--- config.mk ---
export PLATFORM = sky130hd
export DESIGN_NAME = evlane_distributor
export DESIGN_NICKNAME = d
export VERILOG_FILES = /design/src/rtl/evlane_pkg.sv /design/src/rtl/lane_ts_bank.sv /design/src/rtl/lane_picker.sv /design/src/rtl/dist_status.sv /design/src/rtl/evlane_distributor.sv
export SDC_FILE = /design/constraint.sdc
export NUM_CORES = 1
export LEC_CHECK = 0
export BUFFER_PORTS_ARGS = -buffer_cell sky130_fd_sc_hd__buf_2
export CAP_MARGIN = 10
export CORE_ASPECT_RATIO = 1.4
export CORE_MARGIN = 3
export CORE_UTILIZATION = 50
export CTS_CLUSTER_DIAMETER = 200
export DETAILED_ROUTE_END_ITERATION = 8
export GPL_TIMING_DRIVEN = 1
export PLACE_DENSITY = 0.77
export SYNTH_ARGS = -nofsm -noshare
export SYNTH_HDL_FRONTEND = slang
export SYNTH_HIERARCHICAL = 1
export SYNTH_SLANG_ARGS = --single-unit
--- constraint.sdc ---
create_clock -name clk -period 4.49 [get_ports clk]
set_clock_uncertainty 0.1 [all_clocks]
set_input_delay 0.449 -clock clk [delete_from_list [all_inputs] [get_ports clk]]
set_output_delay 0.449 -clock clk [all_outputs]
set_load 0.005 [all_outputs]
--- src/rtl/evlane_pkg.sv ---
package evlane_pkg;

  typedef enum logic [2:0] {
    EV_IDLE,
    EV_WRITE_CUR,
    EV_WRITE_NXT,
    EV_STALL,
    EV_LATE,
    EV_DROP
  } ev_outcome_e;

  localparam int STAT_WAIT_BIT  = 0;
  localparam int STAT_UNDER_BIT = 1;

endpackage

--- src/rtl/lane_ts_bank.sv ---
module lane_ts_bank #(
  parameter int LANES  = 4,
  parameter int TS_W   = 32,
  parameter int LIDX_W = 2
) (
  input  logic              clk,
  input  logic              rst_n,
  input  logic              wr_en,
  input  logic [LIDX_W-1:0] wr_lane,
  input  logic [TS_W-1:0]   wr_ts,
  output logic [LIDX_W-1:0] cur_lane,
  output logic [LIDX_W-1:0] nxt_lane,
  output logic [TS_W-1:0]   last_cur,
  output logic [TS_W-1:0]   last_nxt
);

  logic [TS_W-1:0]   last_q [LANES];
  logic [LIDX_W-1:0] cur_q;

  always_ff @(posedge clk or negedge rst_n) begin
    if (!rst_n) cur_q <= '0;
    else if (wr_en) cur_q <= wr_lane;
  end

  for (genvar g = 0; g < LANES; g++) begin : g_lane
    always_ff @(posedge clk or negedge rst_n) begin
      if (!rst_n) last_q[g] <= '0;
      else if (wr_en && wr_lane == LIDX_W'(g)) last_q[g] <= wr_ts;
    end

    // a lane's stored timestamp only ever rises
    assert_lane_rise_R1: assert property (@(posedge clk) disable iff (!rst_n)
      (wr_en && wr_lane == LIDX_W'(g)) |=> (last_q[g] > $past(last_q[g])));
  end

  always_comb begin
    if (cur_q == LIDX_W'(LANES - 1)) nxt_lane = '0;
    else nxt_lane = cur_q + 1'b1;
  end

  assign cur_lane = cur_q;
  assign last_cur = last_q[cur_q];
  assign last_nxt = last_q[nxt_lane];

endmodule

--- src/rtl/lane_picker.sv ---
module lane_picker
  import evlane_pkg::*;
#(
  parameter int LANES  = 4,
  parameter int TS_W   = 32,
  parameter int LIDX_W = 2,
  parameter int MARGIN = 16
) (
  input  logic              valid,
  input  logic [TS_W-1:0]   ts,
  input  logic [TS_W-1:0]   now,
  input  logic [TS_W-1:0]   last_cur,
  input  logic [TS_W-1:0]   last_nxt,
  input  logic [LIDX_W-1:0] cur_lane,
  input  logic [LIDX_W-1:0] nxt_lane,
  input  logic [LANES-1:0]  writable,
  output logic              ready,
  output logic              wr_en,
  output logic [LIDX_W-1:0] wr_lane,
  output logic              late,
  output logic              drop
);

  logic [TS_W:0] min_ts;
  logic          too_late;
  logic          fits_cur;
  logic          fits_nxt;
  logic          cur_free;
  logic          nxt_free;
  ev_outcome_e   outcome;

  assign min_ts   = {1'b0, now} + (TS_W + 1)'(MARGIN);
  assign too_late = {1'b0, ts} < min_ts;
  assign fits_cur = ts > last_cur;
  assign fits_nxt = ts > last_nxt;
  assign cur_free = writable[cur_lane];
  assign nxt_free = writable[nxt_lane];

  always_comb begin
    if (!valid)                      outcome = EV_IDLE;
    else if (too_late)               outcome = EV_LATE;
    else if (fits_cur && cur_free)   outcome = EV_WRITE_CUR;
    else if (fits_nxt && nxt_free)   outcome = EV_WRITE_NXT;
    else if (fits_cur || fits_nxt)   outcome = EV_STALL;
    else                             outcome = EV_DROP;
  end

  always_comb begin
    ready   = (outcome != EV_STALL);
    wr_en   = (outcome == EV_WRITE_CUR) || (outcome == EV_WRITE_NXT);
    wr_lane = (outcome == EV_WRITE_NXT) ? nxt_lane : cur_lane;
    late    = (outcome == EV_LATE);
    drop    = (outcome == EV_DROP);
  end

endmodule

--- src/rtl/dist_status.sv ---
module dist_status #(
  parameter int SEQCH_W = 16
) (
  input  logic               clk,
  input  logic               rst_n,
  input  logic               take,
  input  logic               late,
  input  logic               drop,
  input  logic [SEQCH_W-1:0] chan_lo,
  output logic               under_q,
  output logic               seq_q,
  output logic [SEQCH_W-1:0] seq_chan_q
);

  always_ff @(posedge clk or negedge rst_n) begin
    if (!rst_n) begin
      under_q    <= 1'b0;
      seq_q      <= 1'b0;
      seq_chan_q <= '0;
    end else begin
      seq_q <= take && drop;
      if (take) under_q <= late;
      if (take && drop) seq_chan_q <= chan_lo;
    end
  end

  // without an accepted command the underflow flag holds
  assert_under_hold_R9: assert property (@(posedge clk) disable iff (!rst_n)
    !take |=> $stable(under_q));

endmodule

--- src/rtl/evlane_distributor.sv ---
module evlane_distributor
  import evlane_pkg::*;
#(
  parameter int LANES   = 4,
  parameter int TS_W    = 32,
  parameter int CHAN_W  = 24,
  parameter int ADDR_W  = 16,
  parameter int DATA_W  = 32,
  parameter int MARGIN  = 16,
  parameter int SEQCH_W = 16
) (
  input  logic               clk,
  input  logic               rst_n,
  input  logic [TS_W-1:0]    now_coarse,
  input  logic               cmd_valid,
  output logic               cmd_ready,
  input  logic [CHAN_W-1:0]  cmd_chan,
  input  logic [TS_W-1:0]    cmd_ts,
  input  logic [ADDR_W-1:0]  cmd_addr,
  input  logic [DATA_W-1:0]  cmd_data,
  output logic [1:0]         wr_status,
  input  logic [LANES-1:0]   lane_writable,
  output logic [LANES-1:0]   lane_we,
  output logic [TS_W-1:0]    lane_ts,
  output logic [CHAN_W-1:0]  lane_chan,
  output logic [ADDR_W-1:0]  lane_addr,
  output logic [DATA_W-1:0]  lane_data,
  output logic               seq_err,
  output logic [SEQCH_W-1:0] seq_err_chan
);

  localparam int LIDX_W = (LANES > 1) ? $clog2(LANES) : 1;

  logic [LIDX_W-1:0] cur_lane, nxt_lane, pk_lane;
  logic [TS_W-1:0]   last_cur, last_nxt;
  logic              pk_ready, pk_wr, pk_late, pk_drop;
  logic              take;
  logic              under_q;

  lane_ts_bank #(.LANES(LANES), .TS_W(TS_W), .LIDX_W(LIDX_W)) u_bank (
    .clk      (clk),
    .rst_n    (rst_n),
    .wr_en    (pk_wr),
    .wr_lane  (pk_lane),
    .wr_ts    (cmd_ts),
    .cur_lane (cur_lane),
    .nxt_lane (nxt_lane),
    .last_cur (last_cur),
    .last_nxt (last_nxt)
  );

  lane_picker #(.LANES(LANES), .TS_W(TS_W), .LIDX_W(LIDX_W), .MARGIN(MARGIN)) u_pick (
    .valid    (cmd_valid),
    .ts       (cmd_ts),
    .now      (now_coarse),
    .last_cur (last_cur),
    .last_nxt (last_nxt),
    .cur_lane (cur_lane),
    .nxt_lane (nxt_lane),
    .writable (lane_writable),
    .ready    (pk_ready),
    .wr_en    (pk_wr),
    .wr_lane  (pk_lane),
    .late     (pk_late),
    .drop     (pk_drop)
  );

  assign take = cmd_valid && pk_ready;

  dist_status #(.SEQCH_W(SEQCH_W)) u_stat (
    .clk        (clk),
    .rst_n      (rst_n),
    .take       (take),
    .late       (pk_late),
    .drop       (pk_drop),
    .chan_lo    (cmd_chan[SEQCH_W-1:0]),
    .under_q    (under_q),
    .seq_q      (seq_err),
    .seq_chan_q (seq_err_chan)
  );

  for (genvar g = 0; g < LANES; g++) begin : g_we
    assign lane_we[g] = pk_wr && (pk_lane == LIDX_W'(g));
  end

  assign cmd_ready = pk_ready;
  assign lane_ts   = cmd_ts;
  assign lane_chan = cmd_chan;
  assign lane_addr = cmd_addr;
  assign lane_data = cmd_data;

  always_comb begin
    wr_status                 = '0;
    wr_status[STAT_WAIT_BIT]  = cmd_valid && !pk_ready;
    wr_status[STAT_UNDER_BIT] = under_q;
  end

  // at most one lane strobed per cycle
  assert_one_lane_R1: assert property (@(posedge clk) disable iff (!rst_n)
    $onehot0(lane_we));

  // a strobe never lands on a lane that cannot take it
  assert_we_writable_R6: assert property (@(posedge clk) disable iff (!rst_n)
    (lane_we & ~lane_writable) == '0);

  // a waiting command raises no strobe
  assert_wait_no_we_R7: assert property (@(posedge clk) disable iff (!rst_n)
    wr_status[STAT_WAIT_BIT] |-> (lane_we == '0));

  // a sequence-error pulse follows a cycle with no lane write
  assert_seq_drop_R3: assert property (@(posedge clk) disable iff (!rst_n)
    seq_err |-> ($past(lane_we) == '0));

  // a late command is never written to a lane
  assert_late_no_we_R8: assert property (@(posedge clk) disable iff (!rst_n)
    (cmd_valid && ({1'b0, cmd_ts} < ({1'b0, now_coarse} + (TS_W + 1)'(MARGIN))))
      |-> (lane_we == '0));

  // an accepted write clears the underflow flag
  assert_under_clear_R9: assert property (@(posedge clk) disable iff (!rst_n)
    (cmd_valid && cmd_ready && (lane_we != '0)) |=> !wr_status[STAT_UNDER_BIT]);

endmodule

# == Yosys cells after proc, flatten, opt, wreduce, memory -nomap -nowiden ==
# Index checks and enable logic that the tools add are counted.
# op_classes
add_sub_neg,2
n_lt_le_gt_ge,7
n_eq_ne,9
muxes,17
n_bitwise,2
n_reduce_logical,13
# op_table
operator,count
32-bit binary-select mux with 2-bit select,2
32-bit two-way mux,4
32-bit greater-than comparator,2
32-bit by 5-bit adder with 33-bit output (second input constant),1
32-bit by 33-bit less-than comparator with 1-bit output,1
3-bit two-way mux,5
1-bit logical AND,9
2-bit == test (second input constant),3
3-bit == test (second input constant),2
3-bit >= comparator (second input constant),2
2-bit by 3-bit less-than comparator with 1-bit output (second input constant),2
2-bit inverter with 3-bit output,2
1-bit binary-select mux with 2-bit select,2
2-bit two-way mux,2
3-bit by 1-bit == test with 1-bit output (second input constant),1
3-bit by 2-bit == test with 1-bit output (second input constant),1
3-bit by 2-bit != test with 1-bit output (second input constant),1
2-bit by 1-bit adder with 2-bit output (second input constant),1
2-bit by 1-bit == test with 1-bit output (second input constant),1
2-bit logical NOT,1
1-bit logical OR,2
1-bit two-way mux,2
1-bit logical NOT,1
# word_totals
reg_bits,148
input_bits,143
out_inout_bits,128
wordCells,58

# == Depth between registers and ports, before layout ==
# depth
word_depth,17
ltp_mapped,19
ltp_nobuf,18

# == Hierarchy ==
# The synthesis kept the hierarchy.
# modules_own_cells
module,n_inst,cells_per_inst,area_each_um2,seq_area_each_um2
lane_ts_bank,1,358,6759.0,3253.1
lane_picker,1,402,2915.3,0.0
evlane_distributor,1,111,838.3,0.0
dist_status,1,38,701.9,450.4

# == Least setup slack after synthesis ==
# OpenSTA, ideal clock, no wires.
# synth_path
path_kind,input port to flip-flop
start,input now_coarse[6]
end,register u_bank/last_q[100] (netlist name)
setup_ns,0.125
t_arrival_ns,4.442
required_ns,4.265
slack_ns,-0.176
cell_stages,19
n_path_buf,2
path_cell_list,clkbuf_1 nand3_1 nor2b_1 nand2_1 nor2_1 nand3_1 xor2_1 ha_1 nand3_1 nor3_1 o221ai_1 nand3_1 o31a_1 nand3_1 or4b_4 mux2_4 nor3b_4 buf_6 mux2_2
# synth_between
elab_chain_len,8
word_cells_on_any_way,10
cone_classes,1 x add/sub; 1 x order compare; 2 x eq/ne; 3 x mux; 3 x reduce/logical
# synth_lines
element,line,text
start: declaration,evlane_distributor.sv:14,"input logic [TS_W-1:0] now_coarse,"
32-bit by 5-bit adder with 33-bit output,lane_picker.sv:32,"assign min_ts = {1'b0, now} + (TS_W + 1)'(MARGIN);"
32-bit by 33-bit less-than comparator with 1-bit output,lane_picker.sv:33,"assign too_late = {1'b0, ts} < min_ts;"
3-bit two-way mux,lane_picker.sv:41,else if (too_late) outcome = EV_LATE;
3-bit two-way mux,lane_picker.sv:40,if (!valid) outcome = EV_IDLE;
3-bit by 2-bit == test with 1-bit output,lane_picker.sv:51,wr_lane = (outcome == EV_WRITE_NXT) ? nxt_lane : cur_lane;
2-bit two-way mux,lane_picker.sv:51,
net pk_lane[1],evlane_distributor.sv:34,"logic [LIDX_W-1:0] cur_lane, nxt_lane, pk_lane;"
2-bit logical NOT,lane_ts_bank.sv:28,else if (wr_en && wr_lane == LIDX_W'(g)) last_q[g] <= wr_ts;
1-bit logical AND,lane_ts_bank.sv:28,
end signal: indexed assignment,lane_ts_bank.sv:28,
end: declaration,lane_ts_bank.sv:17,logic [TS_W-1:0] last_q [LANES];
# The timed path passes the listed nets, and every way through them passes these cells.
# A chain may end at the register's enable or synchronous reset.

# == Final worst setup path ==
# layout_path
start,register u_bank.cur_q[0] (netlist: u_bank/cur_lane[0])
end,output lane_we[2]
# layout_between
word_cells_on_any_way,31
cone_classes,1 x add/sub; 2 x order compare; 4 x eq/ne; 17 x mux; 2 x bitwise; 5 x reduce/logical
# layout_lines
element,line,text
start: declaration,lane_ts_bank.sv:18,logic [LIDX_W-1:0] cur_q;
start signal: assignment,lane_ts_bank.sv:22,else if (wr_en) cur_q <= wr_lane;
2-bit inverter with 3-bit output (implied by the code) *,lane_ts_bank.sv:42,assign last_cur = last_q[cur_q];
32-bit binary-select mux with 2-bit select *,lane_ts_bank.sv:42,
32-bit two-way mux (implied by the code) * (2 in series),lane_ts_bank.sv:42,
net last_cur[26],evlane_distributor.sv:35,"logic [TS_W-1:0] last_cur, last_nxt;"
32-bit greater-than comparator *,lane_picker.sv:34,assign fits_cur = ts > last_cur;
1-bit logical OR,lane_picker.sv:44,else if (fits_cur || fits_nxt) outcome = EV_STALL;
3-bit two-way mux,lane_picker.sv:44,
3-bit two-way mux,lane_picker.sv:43,else if (fits_nxt && nxt_free) outcome = EV_WRITE_NXT;
3-bit two-way mux *,lane_picker.sv:42,else if (fits_cur && cur_free) outcome = EV_WRITE_CUR;
3-bit two-way mux *,lane_picker.sv:41,
3-bit two-way mux *,lane_picker.sv:40,
3-bit by 2-bit == test with 1-bit output *,lane_picker.sv:51,
2-bit two-way mux *,lane_picker.sv:51,
net pk_lane[0],evlane_distributor.sv:34,
2-bit == test *,evlane_distributor.sv:83,assign lane_we[g] = pk_wr && (pk_lane == LIDX_W'(g));
1-bit logical AND *,evlane_distributor.sv:83,
end: declaration,evlane_distributor.sv:23,"output logic [LANES-1:0] lane_we,"
# Mark *: on every way through the listed nets, which the timed path passes. The rest lies on a longest branch. The select of a mux whose other input is x is not followed.

==> flow_summary.yaml <==
placement:
  dp_hpwl_um: 21800
  dp_slack_ns: -0.528
  placed_cells: 1335
  io_buffers: 158
  place_congestion: 0.845
clock_tree:
  path_clk_slew_ns: 0.07
  cts_buffers: 17
  cts_max_path_buffers: 2
  tritoncts: "yes"
  cts.sinks: 148
  insertion_delay_ns: 0.43
  cts_root_buf: "clkbuf_16"
  h-tree-depth: 4
  holdBufCountCts: 0
worst_setup_path:
  cp_common_cell: "buf_6"
  worstRegToRegCells: 19
  worst-path-buf-inv: 5
  end_kind: "output port"
  path_delay_family: "simple AND/OR/NAND/NOR gates"
  r2r_slack_ns: -0.63
  crit_start: "u_bank/cur_lane[0]"
  crit_arrival_ns: 4.58
  crit_chain: "buf_12 > buf_6 > mux4_2 > inv_1 > ha_1 > nand4_1 > nor3_1 > a221oi_1 > o21ai_0 > a21o_1 > nand3_2 > or4b_4 > mux2_4 > buf_6 > and3b_1 > buf_2"
  crit_fanout: 13
  r2r-end: "u_bank/last_q[118]"
  required_ns: 3.94
  critPathKind: "reg2out"
  r2r_start: "u_bank/cur_lane[0]"
  crit_slowest_cell: "mux4_2"
  max_stage_delay_ns: 0.51
  worstSetupStartpointType: "flop"
power:
  p_total_uw: 6540
  p_leak_uw: 0.00702
  power.density_mw_per_mm2: 470
  irDropWorstVdd_v: 0.000338
yosys:
  synth_xor_area_share_pct: 2.03
  synth_cells: 909
  synthAdderAreaFrac_pct: 10.9
  avgSynthCellArea_um2: 12.3
  syn_area_mm2: 0.0112
  yosysWarnings: 6
  synthMuxAreaShare_pct: 30.6
  synth_cell_types: 56
  synth-compound-area-share_pct: 4.24
  synth-simple-area-share_pct: 7.26
  synth_edf_count: 0
  syn_nets: 1150
  ys_ff_latch: 148
  synth_top_family_by_area: "multiplexers"
  synthFlopType: "dfrtp_1"
  ys_seq_area_share_pct: 33.0
  synth-async-reset-ratio_pct: 100
floorplan:
  fp.dieArea_mm2: 0.0243
  die_w_um: 133
  core_area_mm2: 0.0219
  ioPinCount: 271
  die_h_um: 183
  initial_core_util_pct: 51.1
  row_count: 64
sta:
  relSlewSlack_pct: 45.6
  min_period_ns: 5.13
  drv_slew: 0
  clock.fmax_mhz: 195
  post-route-period-util_pct: 114
  setup_viol: 151
  hold_viol_final: 31
  hold_slack_ns: -0.0319
  tightest_slew_ns: 0.815
  setup_ws_ns: -0.643
  rsz0062_at_grt: "yes"
route:
  drc: 0
  wl_per_cell_um: 24.3
  vias: 8362
  routed_wl_um: 34000
  viasPerCell: 5.96
  ant_nets: 0
  first_iter_violations: 542
  dr.pass1.iters: 5
grt:
  busiest_layer: "met2"
  use_met3_pct: 4.64
  track_usage_pct: 25.5
  met2_usage_pct: 46.4
  use_met1_pct: 27.9
  grt_pass1_wl_um: 48000
  grt_max_degree: 84
  grt_pass1_vias: 8772
  overflow: 0
  antenna_found_initial: 0
cells_and_area:
  finish.net_count: 1333
  final_common_cell: "buf_2"
  layout.cells.non_filler: 1402
  antenna_cells: 0
  drive_gt1_share_pct: 53.3
  final_cell_mix: "buf_2, dfrtp_1, mux2_4"
  areaGrowthSynthToFinish_pct: 24.1
status:
  status: "finished, violations left"
  violations: "negative hold slack, negative setup slack"
worst_hold_path:
  hp-class: "in2async"
run:
  maxCapViolCount: 0
==> Yosys cell counts (all sizes together) (4+ instances only) <==
cell / number / share of area [%]
a21o: 6 / 0.40
nand4: 17 / 1.0
nor4: 4 / 0.22
ha: 98 / 11
nor3: 6 / 0.27
inv: 71 / 2.4
xnor2: 7 / 0.55
xor2: 19 / 1.5
and4: 7 / 0.57
nor2b: 4 / 0.22
nor2: 12 / 0.55
a21oi: 41 / 1.8
mux2: 149 / 17
and3: 6 / 0.39
buf: 134 / 9.5
dfrtp: 148 / 33
o21ai: 16 / 0.71
mux4: 66 / 13
nand2: 42 / 1.5
nand3: 25 / 1.3
==> metrics by stage <==
stage               hold slack, ns  cell area (um^2)  util [%]  setup TNS [ns]
global route                0.0253             13900      63.4          -75.61
detailed placement           0.387             12300      56.2          -63.29
floorplan                   0.0534             11300         -               0
global placement             0.385             12300      56.2          -51.85
finish                     -0.0319             13900      63.4          -69.71
CTS                        0.00154             13400      61.0          -22.59
==> worst max path at each step <==
stage,end,slack [ns],depth (start not counted)
final,lane_we[2],-0.64,16
after floorplan,u_bank/last_q[100],0.0005,19
after global placement,u_bank/last_q[117],-0.43,20
after CTS,lane_we[2],-0.43,17
after detailed placement,u_bank/last_q[115],-0.53,20
after global routing,lane_we[2],-0.71,16
==> power by group <==
group	leakage (uW)	internal, uW	switching (uW)
combinational	0.00476	1760	1370
clock	0.000292	893	592
sequential	0.00197	1660	263
total	0.00702	4310	2220
==> sequential cells by signal, summed over array words and instances, names as in the netlist <==
signal / flops
u_stat/under_q: 1
u_stat/seq_chan_q: 16
u_bank/cur_lane: 2
u_bank/last_q: 128
u_stat/seq_q: 1
==> final cells by class <==
class | count | area [um^2]
clock buffer | 21 | 450
clock inverter | 11 | 151
fill | 1619 | 8020
inverter | 71 | 267
multi-input combinational | 555 | 6610
sequential | 148 | 3710
tap | 297 | 372
timing repair buffer | 299 | 2360
==> cells by family (layout without fill, tap and decap cells) <==
logic type                 after synthesis  after routing
adders and majority gates               98             98
xor gates and xnor gates                26             26
and+or+nand+nor                        136            136
muxes                                  215            215
AOI/OAI and AO/OA                       80             80
buffers and inverters                  206            402
DFF                                    148            148
==> layer usage <==
layer  vias to the layer above  wire [um]  share of wire [%]
li1                       3577          -                  -
met1                      4205      11900                 35
met2                       418      17800                 52
met3                       162       2220                6.5
met4                         0       2140                6.3
met5                         -          0                  0
==> what timing repair did <==
| action | CTS | global route |
|---|---|---|
| cloned | 3 | 6 |
| gates resized for setup | 68 | 69 |
| pin swaps | 15 | 15 |
| setup buffers | 11 | 17 |
| endpoints found under the setup margin | 151 | 151 |
(Power assumes the default switching activity.)
